==> config.mk <==
export PLATFORM = sky130hd
export DESIGN_NAME = energy_accum_unit
export DESIGN_NICKNAME = d
export VERILOG_FILES = /design/src/rtl/eau_pkg.sv /design/src/rtl/eau_conditioner.sv /design/src/rtl/eau_sat_acc.sv /design/src/rtl/energy_accum_unit.sv
export SDC_FILE = /design/constraint.sdc
export NUM_CORES = 1
export LEC_CHECK = 0
export ABC_AREA = 1
export BUFFER_PORTS_ARGS = -buffer_cell sky130_fd_sc_hd__buf_2
export CORE_MARGIN = 10
export CORE_UTILIZATION = 29
export CTS_CLUSTER_SIZE = 8
export DETAILED_ROUTE_END_ITERATION = 6
export PLACE_DENSITY = 0.53
export SLEW_MARGIN = 10
export SYNTH_ARGS = -nofsm -noshare
export SYNTH_HDL_FRONTEND = slang
export SYNTH_SLANG_ARGS = --single-unit
==> constraint.sdc <==
create_clock -name clk -period 11.7 [get_ports clk]
set_input_delay 1.17 -clock clk [delete_from_list [all_inputs] [get_ports clk]]
set_output_delay 1.17 -clock clk [all_outputs]
set_load 0.02 [all_outputs]
==> src/rtl/eau_pkg.sv <==
`timescale 1ns/1ps
// eau_pkg: shared defaults and the conditioning selector type for the energy
// accumulation unit. Assumes sample widths well below accumulator widths.
package eau_pkg;
    localparam int unsigned SMP_W_DEF = 24;
    localparam int unsigned ACC_W_DEF = 48;

    // Which conditioning applies to one sample
    typedef enum logic [1:0] {
        CM_PLAIN = 2'd0,
        CM_ALT   = 2'd1,
        CM_ABS   = 2'd2
    } cond_sel_e;
endpackage

==> src/rtl/eau_conditioner.sv <==
`timescale 1ns/1ps
// eau_conditioner: maps one signed sample to the value to accumulate.
// Magnitude mode wins over the alternate mode. The alternate mode is chosen at
// elaboration: FOLLOW_REF=1 negates the sample when ref_neg_i is set (reactive
// sign-follow), FOLLOW_REF=0 zeroes the sample when ref_neg_i is set (active
// positive-only, with ref_neg_i tied to the sample's own sign).
// Assumes: negation of the most negative value saturates to the largest positive.
module eau_conditioner
    import eau_pkg::*;
#(
    parameter int  W          = 24,
    parameter bit  FOLLOW_REF = 1'b0
) (
    input  logic signed [W-1:0] smp_i,
    input  logic                ref_neg_i,
    input  logic                abs_en_i,
    input  logic                alt_en_i,
    output logic signed [W-1:0] cond_o
);
    localparam logic signed [W-1:0] S_MAX = {1'b0, {(W-1){1'b1}}};
    localparam logic signed [W-1:0] S_MIN = {1'b1, {(W-1){1'b0}}};

    cond_sel_e          sel;
    logic signed [W-1:0] neg_sat;
    logic signed [W-1:0] alt_val;

    // Pick the conditioning with magnitude mode first
    always_comb begin
        if (abs_en_i)      sel = CM_ABS;
        else if (alt_en_i) sel = CM_ALT;
        else               sel = CM_PLAIN;
    end

    // Negate without wrapping at the most negative code
    always_comb neg_sat = (smp_i == S_MIN) ? S_MAX : -smp_i;

    generate
        if (FOLLOW_REF) begin : g_follow
            // Sign-follow: flip when the reference is negative
            always_comb alt_val = ref_neg_i ? neg_sat : smp_i;
        end else begin : g_posonly
            // Positive-only: drop negative samples
            always_comb alt_val = ref_neg_i ? '0 : smp_i;
        end
    endgenerate

    // Final value mux
    always_comb begin
        case (sel)
            CM_ABS:  cond_o = smp_i[W-1] ? neg_sat : smp_i;
            CM_ALT:  cond_o = alt_val;
            default: cond_o = smp_i;
        endcase
    end
endmodule

==> src/rtl/eau_sat_acc.sv <==
`timescale 1ns/1ps
// eau_sat_acc: signed saturating accumulator with a sticky overflow flag.
// Adds a sign-extended IN_W-bit increment on add_i. Clear has priority over add.
// Assumes ACC_W > IN_W, so one extra sum bit is enough to detect overflow.
module eau_sat_acc #(
    parameter int IN_W  = 24,
    parameter int ACC_W = 48
) (
    input  logic                    clk,
    input  logic                    rst_n,
    input  logic                    clr_i,
    input  logic                    add_i,
    input  logic signed [IN_W-1:0]  inc_i,
    output logic signed [ACC_W-1:0] acc_o,
    output logic                    ovf_o
);
    localparam int SUM_W = ACC_W + 1;
    localparam logic signed [ACC_W-1:0] A_MAX = {1'b0, {(ACC_W-1){1'b1}}};
    localparam logic signed [ACC_W-1:0] A_MIN = {1'b1, {(ACC_W-1){1'b0}}};

    logic signed [SUM_W-1:0] sum;
    logic                    hi_over;
    logic                    lo_over;

    // Widened sum and limit detection
    always_comb begin
        sum     = {acc_o[ACC_W-1], acc_o} + {{(SUM_W-IN_W){inc_i[IN_W-1]}}, inc_i};
        hi_over = (sum[SUM_W-1] == 1'b0) && (sum[SUM_W-2] == 1'b1);
        lo_over = (sum[SUM_W-1] == 1'b1) && (sum[SUM_W-2] == 1'b0);
    end

    // Accumulator and sticky flag update
    always_ff @(posedge clk) begin
        if (!rst_n || clr_i) begin
            acc_o <= '0;
            ovf_o <= 1'b0;
        end else if (add_i) begin
            if (hi_over) begin
                acc_o <= A_MAX;
                ovf_o <= 1'b1;
            end else if (lo_over) begin
                acc_o <= A_MIN;
                ovf_o <= 1'b1;
            end else begin
                acc_o <= sum[ACC_W-1:0];
            end
        end
    end
endmodule

==> src/rtl/energy_accum_unit.sv <==
`timescale 1ns/1ps
// energy_accum_unit: conditions active and reactive power samples by the mode
// inputs, adds them into saturating totals, and registers the conditioned
// increments for a pulse-output stage. Increments and totals update on the
// same edge. Assumes mode inputs are stable while smp_vld is high.
module energy_accum_unit
    import eau_pkg::*;
#(
    parameter int SMP_W = SMP_W_DEF,
    parameter int ACC_W = ACC_W_DEF
) (
    input  logic                    clk,
    input  logic                    rst_n,
    input  logic                    clr,
    input  logic                    smp_vld,
    input  logic signed [SMP_W-1:0] p_act,
    input  logic signed [SMP_W-1:0] p_react,
    input  logic                    mode_act_abs,
    input  logic                    mode_act_pos,
    input  logic                    mode_re_abs,
    input  logic                    mode_re_follow,
    output logic signed [ACC_W-1:0] e_act,
    output logic signed [ACC_W-1:0] e_react,
    output logic signed [SMP_W-1:0] inc_act,
    output logic signed [SMP_W-1:0] inc_react,
    output logic                    inc_vld,
    output logic                    ovf_act,
    output logic                    ovf_react
);
    logic                    take;
    logic signed [SMP_W-1:0] c_act;
    logic signed [SMP_W-1:0] c_react;

    // A sample counts only when no clear is pending
    always_comb take = smp_vld && !clr;

    eau_conditioner #(.W(SMP_W), .FOLLOW_REF(1'b0)) u_cond_act (
        .smp_i     (p_act),
        .ref_neg_i (p_act[SMP_W-1]),
        .abs_en_i  (mode_act_abs),
        .alt_en_i  (mode_act_pos),
        .cond_o    (c_act)
    );

    eau_conditioner #(.W(SMP_W), .FOLLOW_REF(1'b1)) u_cond_react (
        .smp_i     (p_react),
        .ref_neg_i (p_act[SMP_W-1]),
        .abs_en_i  (mode_re_abs),
        .alt_en_i  (mode_re_follow),
        .cond_o    (c_react)
    );

    eau_sat_acc #(.IN_W(SMP_W), .ACC_W(ACC_W)) u_acc_act (
        .clk   (clk),
        .rst_n (rst_n),
        .clr_i (clr),
        .add_i (take),
        .inc_i (c_act),
        .acc_o (e_act),
        .ovf_o (ovf_act)
    );

    eau_sat_acc #(.IN_W(SMP_W), .ACC_W(ACC_W)) u_acc_react (
        .clk   (clk),
        .rst_n (rst_n),
        .clr_i (clr),
        .add_i (take),
        .inc_i (c_react),
        .acc_o (e_react),
        .ovf_o (ovf_react)
    );

    // Register the increments alongside the totals
    always_ff @(posedge clk) begin
        if (!rst_n) begin
            inc_act   <= '0;
            inc_react <= '0;
            inc_vld   <= 1'b0;
        end else begin
            inc_vld <= take;
            if (take) begin
                inc_act   <= c_act;
                inc_react <= c_react;
            end
        end
    end
endmodule

== Word level (Yosys, flattened, before mapping) ==
Index checks and enable logic that the tools add are counted.
Storage, ports and cells
  register bits after elaboration: 147
  input bits: 56
  output and inout bits: 147
  word-level logic and storage cells: 53
Cells by class
  $add $sub $neg: 4
  equal/unequal tests: 6
  muxes and demuxes: 20
  bitwise logic cells: 4
  reductions and logical operators: 12
Operators with widths (count)
  2-to-1 mux 48 bit: 4
  2-to-1 mux 24 bit: 5
  adder 48 x 24 -> 49 bit: 2
  case mux 24 bit (2 select lines): 2
  == test 24 bit (second input constant): 2
  negator 24 bit: 2
  2-to-1 mux 23 bit: 1
  2-to-1 mux 1 bit: 6
  logical AND 1 bit: 5
  == test 2 x 1 -> 1 bit (second input constant): 2
  == test 2 bit (second input constant): 2
  2-to-1 mux 2 bit: 2
  inverter 1 bit: 4
  AND reduction 2 bit: 2
  nonzero test 2 bit: 2
  logical NOT 1 bit: 2
  logical OR 1 bit: 1

== Logic depth before layout (Yosys ltp) ==
  depth after elaboration: 9
  gate-level depth with buffers: 35
  mapped depth without buffers: 32

== By module ==
Synthesis repeated with hierarchy kept, for this count alone.
Second synthesis, totals
  cell total of the unflattened synthesis: 3049
  area, all modules: 16752.3 um^2
By module, submodules not included
  eau_sat_acc at u_acc_react: instances 1, cells each 1106, area an instance 6043.3 um^2, seq. area each 980.9 um^2
  eau_sat_acc at u_acc_act: instances 1, cells each 1104, area an instance 5979.5 um^2, seq. area each 980.9 um^2
  energy_accum_unit: instances 1, cells each 314, area an instance 2080.7 um^2, seq. area each 980.9 um^2
  eau_conditioner at u_cond_react: instances 1, cells each 304, area an instance 1627.8 um^2, seq. area each 0.0 um^2
  eau_conditioner at u_cond_act: instances 1, cells each 221, area an instance 1021.0 um^2, seq. area each 0.0 um^2

== Worst setup path before layout ==
No wires, ideal clock.
  kind: in2reg
  from: input p_act[2]
  to: register u_acc_act.acc_o[11]
  library setup time: 70 ps
  arrival time: 5482 ps
  required time: 11630 ps
  slack: 6148 ps
  stages: 26
  buffers on the path: 2
  cells stage by stage: inv_1 -> nand3_1 -> nor2_1 -> nand3_1 -> nor2_1 -> nand2_1 -> o22ai_1 -> ha_1 -> nand2_1 -> inv_1 -> nand2_1 -> nand2_1 -> o21bai_1 -> a21oi_1 -> nand2_1 -> a21oi_1 -> inv_1 -> nand2_1 -> nand2_1 -> ha_1 -> clkbuf_1 -> inv_1 -> clkbuf_1 -> o21ai_0 -> a21o_1 -> a21oi_1
On the way
  cells in the longest elaborated chain, start to end: 9
  elaborated cells between the ends (all ways): 13
  those cells by class: add/sub (2); eq/ne (1); mux (6); bitwise (2); reduce/logical (2)
RTL lines
  start: declaration: RTL line energy_accum_unit.sv:16  | input logic signed [SMP_W-1:0] p_act,
  negator 24 bit or == test 24 bit (tied branches): RTL line eau_conditioner.sv:35  | always_comb neg_sat = (smp_i == S_MIN) ? S_MAX : -smp_i;
  2-to-1 mux 24 bit (*): RTL line eau_conditioner.sv:35
  2-to-1 mux 24 bit (*): RTL line eau_conditioner.sv:50  | CM_ABS: cond_o = smp_i[W-1] ? neg_sat : smp_i;
  case mux 24 bit (2 select lines) (*): RTL line eau_conditioner.sv:49  | case (sel)
  named net c_act[23]: RTL line energy_accum_unit.sv:31  | logic signed [SMP_W-1:0] c_act;
  adder 48 x 24 -> 49 bit (*): RTL line eau_sat_acc.sv:27  | sum = {acc_o[ACC_W-1], acc_o} + {{(SUM_W-IN_W){inc_i[IN_W-1]}}, inc_i};
  inverter 1 bit: RTL line eau_sat_acc.sv:29  | lo_over = (sum[SUM_W-1] == 1'b1) && (sum[SUM_W-2] == 1'b0);
  logical AND 1 bit: RTL line eau_sat_acc.sv:29
  2-to-1 mux 48 bit: RTL line eau_sat_acc.sv:41  | end else if (lo_over) begin
  2-to-1 mux 48 bit (*): RTL line eau_sat_acc.sv:38  | if (hi_over) begin
  end signal: assignment: RTL line eau_sat_acc.sv:45  | acc_o <= sum[ACC_W-1:0];
  end: declaration: RTL line eau_sat_acc.sv:14  | output logic signed [ACC_W-1:0] acc_o,
The timed path passes the listed nets; every way through them passes the cells marked *.
A chain may end at the register's enable or synchronous reset.

== Worst setup path in the final report ==
  from: input p_act[23]
  to: register u_acc_react.acc_o[3]
On the way
  cells in the longest elaborated chain, start to end: 7
  elaborated cells between the ends (all ways): 9
  those cells by class: add/sub (1); mux (4); bitwise (2); reduce/logical (2)
RTL lines
  2-to-1 mux 24 bit (*): RTL line eau_conditioner.sv:40  | always_comb alt_val = ref_neg_i ? neg_sat : smp_i;
  case mux 24 bit (2 select lines) (*): RTL line eau_conditioner.sv:49
  named net c_react[23]: RTL line energy_accum_unit.sv:32  | logic signed [SMP_W-1:0] c_react;
  adder 48 x 24 -> 49 bit (*): RTL line eau_sat_acc.sv:27
  inverter 1 bit: RTL line eau_sat_acc.sv:29
  logical AND 1 bit: RTL line eau_sat_acc.sv:29
  2-to-1 mux 48 bit: RTL line eau_sat_acc.sv:41
  2-to-1 mux 48 bit (*): RTL line eau_sat_acc.sv:38
  end signal: assignment: RTL line eau_sat_acc.sv:45
  end: declaration: RTL line eau_sat_acc.sv:14
Marked as above.

==> impl_results.md <==
- Gate family responsible for the most delay along the worst path: buffers and inverters
- Startpoint class of the critical path: input port
- Count of different cell masters after synthesis: 46
- Status: complete, no violations
- Worst-Margin Slew: 1.16 ns
- Slowest stage cell, crit path: sky130_fd_sc_hd__inv_1
- Wirelength per Cell: ~16 µm
- IR Drop Worst-Case VDD: between 0.1 and 0.15 mV
- Final Slew Violations: 0
- Clock latency reported for the late side of the worst-skew pair: 0.49 ns
- Die W: 257 µm
- Area of the multi-input gates: approximately 11000 µm²
- Master cell of the clock root buffer: sky130_fd_sc_hd__clkbuf_16
- Number of buffers added on ports: 202
- Power, Total: approximately 1.8 mW
- Antenna violations before repair: 2
- Worst-path fanout max: 44
- Type of the worst min-delay path: flop to flop
- Weighted congestion reported at the end of routability-driven placement: 0.967
- Most common cell after layout, fill and taps aside: sky130_fd_sc_hd__nand2_1
- Hold Vio Cnt, Final: 0
- Critical R2R Launch: u_acc_act.acc_o[2]$_SDFFE_PP0P_
- Kind of end point of the critical path: flop
- Area of the die: 65900 µm²
- Final setup TNS: 0 ns
- Number of buffers added for setup after CTS: 0
- Synth Area per Inst: 5.42 µm²
- Worst Hold Depth: 1
- Layout Skew: 0.0180 ns
- Area of the mapped netlist: 16200 µm²
- Data arrival time of the critical path: slightly below 7 ns
- Flop-to-flop setup slack: roughly 7.7 ns
- Mapped Nets: approximately 3.2k
- Layout cells sized above 1: between 10% and 20%
- FMAX: 153 MHz
- Worst hold-check slack: 0.468 ns
- Reported max-cap violation count: 0
- Detailed-route via count: ~18k
- Global-route wire length before repair: 98600 µm
- Post-synthesis simple-gate area fraction: roughly two fifths
- Vias in the first global route: 17.1k
- Portion of the post-synthesis area used by sequential elements: a little under a fifth
- Std-Cell Core Area: 55300 µm²
- Mux share of post-synthesis cell area: 0%
- Remaining design rule violation count: 0
- Number of top-level design ports: 203
- Yosys warning count: 0
- Endpoint, Worst Hold: u_acc_act.ovf_o$_SDFFE_PP0P_
- Hold Path Origin: u_acc_act.ovf_o$_SDFFE_PP0P_
- Clock buffer count from CTS: 17
- Total of flip-flops plus latches after synthesis: roughly 150
- Delay contributed by the slowest stage of the critical path: around 0.78 ns
- Post-layout min period: approximately 6.5 ns
- Placement-stage worst setup slack: 4.66 ns
- Critical R2R Capture: u_acc_act.acc_o[11]$_SDFFE_PP0P_
- Start-to-end type of the worst setup path: input port to flop
- Number of buffer and inverter instances along the worst setup path: 8
- Via count normalized by instance count: 4.71
- Final setup slack of the worst path: 5.18 ns
- Compound-Gate Fraction of Synth Area: 16.2%
- Row cnt: between 80 and 90
- Fraction of registers with async set/reset: 0%
- Detailed placer's ending HPWL: 51500 µm
- Count of fill cells added during filler insertion: about 6.5k
- Final antenna-violating net count: 0
- Iteration count of the initial detailed-routing pass: 5
- Xor/xnor share of the synthesized area: between 1 and 1.5%
- Number of buffers added to fix hold violations after cts: 0
- Number of standard cells after synthesis: 2996
- Count of routing violations after the opening detailed-route iteration: between 1k and 1.5k
- Die height: about 260 µm
- Proportion of netlist area held by the largest area contributor: approximately a quarter
- H-tree Lvls: 4
- Post_cts resized: 0
- Pin count of the biggest net entering global routing: 97
- Number of antenna repair diodes: 0
- Maximum buffer depth of the clock tree: 2
- Storage element area: approximately 3000 µm²
- Syn-to-layout area delta: 14.0%
- Primary flip-flop cell chosen by synthesis mapping: sky130_fd_sc_hd__dfxtp_1
- Clock sinks: 147
- Largest family of logic cells by synthesized area: simple AND/OR/NAND/NOR gates
- Final Net Count: 3317
- Stages on the worst setup path: 25
- Worst path required time: 12.12 ns
- Ratio of total power to cell area: 96.5 nW/µm²
- # setup viols final: 0
- GRT Overall Usage: 18.7%
- Dominant cell type by area after synthesis: sky130_fd_sc_hd__nand2_1
- Sum of routed wire length over all layers: between 60000 and 70000 µm
- TritonCTS clock tree: built
- Commonest cells after routing, fill and taps aside: sky130_fd_sc_hd__nand2_1 (1007), sky130_fd_sc_hd__inv_1 (543), sky130_fd_sc_hd__a21oi_1 (260)
- Reg clk slew, reported paths: about 0.070 ns
- Worst reg-to-reg path cell count: 18
- Share of the clock period used by the worst path after layout: 55.7%
- Max-Slew Margin vs Limit: between 20% and 30%
- Number of enable-type register cells in the synthesized netlist: 0
- RSZ-0062 raised after global routing: no
- Ranking of synthesized cells by area: sky130_fd_sc_hd__nand2_1 (23%), sky130_fd_sc_hd__dfxtp_1 (18%), sky130_fd_sc_hd__inv_1 (13%)
- Overflow left after global routing: 0
- Starting Density: slightly below 30%
- Post-synthesis share of cell area spent on full adders, half adders and majority gates: 8.41%
- Static power due to leakage: 10.5 nW
==> area by class of cell <==
class | count | share of cell area (%)
Clock buffer | 17 | 2.30
Clock inverter | 15 | 0.946
Inverter | 553 | 11.2
Multi-Input combinational cell | 2220 | 58.6
Sequential cell | 147 | 15.9
Tap cell | 748 | 5.06
Timing Repair Buffer | 214 | 5.95
==> kinds of logic (layout without fill, tap and decap cells) <==
kind of cell	after synthesis	after routing
xor+xnor	21	21
compound gates	504	504
flops	147	147
simple gates	1587	1587
fa+ha+maj	108	108
buf+inv	629	799
==> how the worst max path moves through the flow <==
stage / from / endpoint / slack [ns]
2_1_floorplan: p_act[2] / u_acc_act.acc_o[11]$_SDFFE_PP0P_ / 6.15
3_3_place_gp: p_act[23] / u_acc_react.acc_o[1]$_SDFFE_PP0P_ / 4.75
3_5_place_dp: p_act[23] / u_acc_react.acc_o[3]$_SDFFE_PP0P_ / 4.66
4_1_cts: p_act[23] / u_acc_react.acc_o[3]$_SDFFE_PP0P_ / 5.17
5_1_grt: p_act[23] / u_acc_react.acc_o[3]$_SDFFE_PP0P_ / 4.56
6_report: p_act[23] / u_acc_react.acc_o[3]$_SDFFE_PP0P_ / 5.18
==> worst reg2reg max path, stage by stage, from the launching register on <==
cell and delay [ns]:
sky130_fd_sc_hd__dfxtp_1 0.46, sky130_fd_sc_hd__ha_1 0.34, sky130_fd_sc_hd__nand2_1 0.13, sky130_fd_sc_hd__nand3_1 0.17, sky130_fd_sc_hd__nand2_1 0.10, sky130_fd_sc_hd__nand2_1 0.12
sky130_fd_sc_hd__nand2_1 0.09, sky130_fd_sc_hd__nand3_1 0.20, sky130_fd_sc_hd__nand2_1 0.15, sky130_fd_sc_hd__nand2_1 0.10, sky130_fd_sc_hd__a21oi_1 0.25, sky130_fd_sc_hd__inv_1 0.09
sky130_fd_sc_hd__nand2_1 0.06, sky130_fd_sc_hd__nand2_1 0.05, sky130_fd_sc_hd__ha_1 0.38, sky130_fd_sc_hd__inv_2 0.71, sky130_fd_sc_hd__o21ai_0 0.24, sky130_fd_sc_hd__a21o_1 0.21
sky130_fd_sc_hd__a21oi_1 0.11
==> cell usage after synthesis (2+ instances only) <==
cell type / instances
sky130_fd_sc_hd__nand2_1: 1007
sky130_fd_sc_hd__inv_1: 544
sky130_fd_sc_hd__a21oi_1: 260
sky130_fd_sc_hd__nand3_1: 227
sky130_fd_sc_hd__nor2_1: 227
sky130_fd_sc_hd__o21ai_0: 201
sky130_fd_sc_hd__dfxtp_1: 147
sky130_fd_sc_hd__ha_1: 106
sky130_fd_sc_hd__clkbuf_1: 50
sky130_fd_sc_hd__nand4_1: 35
sky130_fd_sc_hd__or2_2: 31
sky130_fd_sc_hd__xor2_1: 21
sky130_fd_sc_hd__nand3b_1: 12
sky130_fd_sc_hd__nor3_1: 12
sky130_fd_sc_hd__o21bai_1: 12
sky130_fd_sc_hd__buf_2: 9
sky130_fd_sc_hd__inv_2: 8
sky130_fd_sc_hd__nand3_2: 8
sky130_fd_sc_hd__and2_1: 7
sky130_fd_sc_hd__a21o_1: 6
sky130_fd_sc_hd__a21oi_2: 6
sky130_fd_sc_hd__nor2_2: 6
sky130_fd_sc_hd__buf_6: 5
sky130_fd_sc_hd__nor2_4: 5
sky130_fd_sc_hd__buf_1: 4
sky130_fd_sc_hd__clkbuf_8: 4
sky130_fd_sc_hd__nor4_1: 4
sky130_fd_sc_hd__nand2_2: 3
sky130_fd_sc_hd__o211ai_1: 3
sky130_fd_sc_hd__a21boi_0: 2
sky130_fd_sc_hd__a221oi_1: 2
sky130_fd_sc_hd__buf_4: 2
sky130_fd_sc_hd__fa_1: 2
sky130_fd_sc_hd__o21a_1: 2
sky130_fd_sc_hd__o21ai_1: 2
sky130_fd_sc_hd__o21ai_2: 2
sky130_fd_sc_hd__o221ai_1: 2
sky130_fd_sc_hd__o31ai_1: 2
==> routing by layer <==
metal / vias up / wire (µm) / GRT usage [%]
met5: - / 30 / 0
met4: 4 / 706 / 4.09
met3: 34 / 3900 / 3.62
met2: 468 / 26900 / 28.8
met1: 8212 / 31300 / 26.3
li1: 9735 / - / -
==> through the flow <==
step / std cells / area [µm²] / utilization [%]
3_5_place_dp: 3882 / 17900 / 32.4
6_report: 3914 / 18500 / 33.5
4_1_cts: 3914 / 18500 / 33.5
2_1_floorplan: 2996 / 16200 / -
5_1_grt: 3914 / 18500 / 33.5
3_3_place_gp: 3882 / 17900 / 32.4
==> flip-flops by register name (all words and copies together), names as in the netlist <==
name / flops
u_acc_act.acc_o: 48
inc_react: 24
inc_vld: 1
u_acc_react.ovf_o: 1
inc_act: 24
u_acc_react.acc_o: 48
u_acc_act.ovf_o: 1
==> power by group <==
part	switching, mW	leakage [nW]	internal (mW)
logic	0.444	8.98	0.198
clock network	0.271	0.290	0.320
registers	0.0236	1.21	0.531
total	0.738	10.5	1.05
Note: power is estimated with default switching activity, not from simulation.
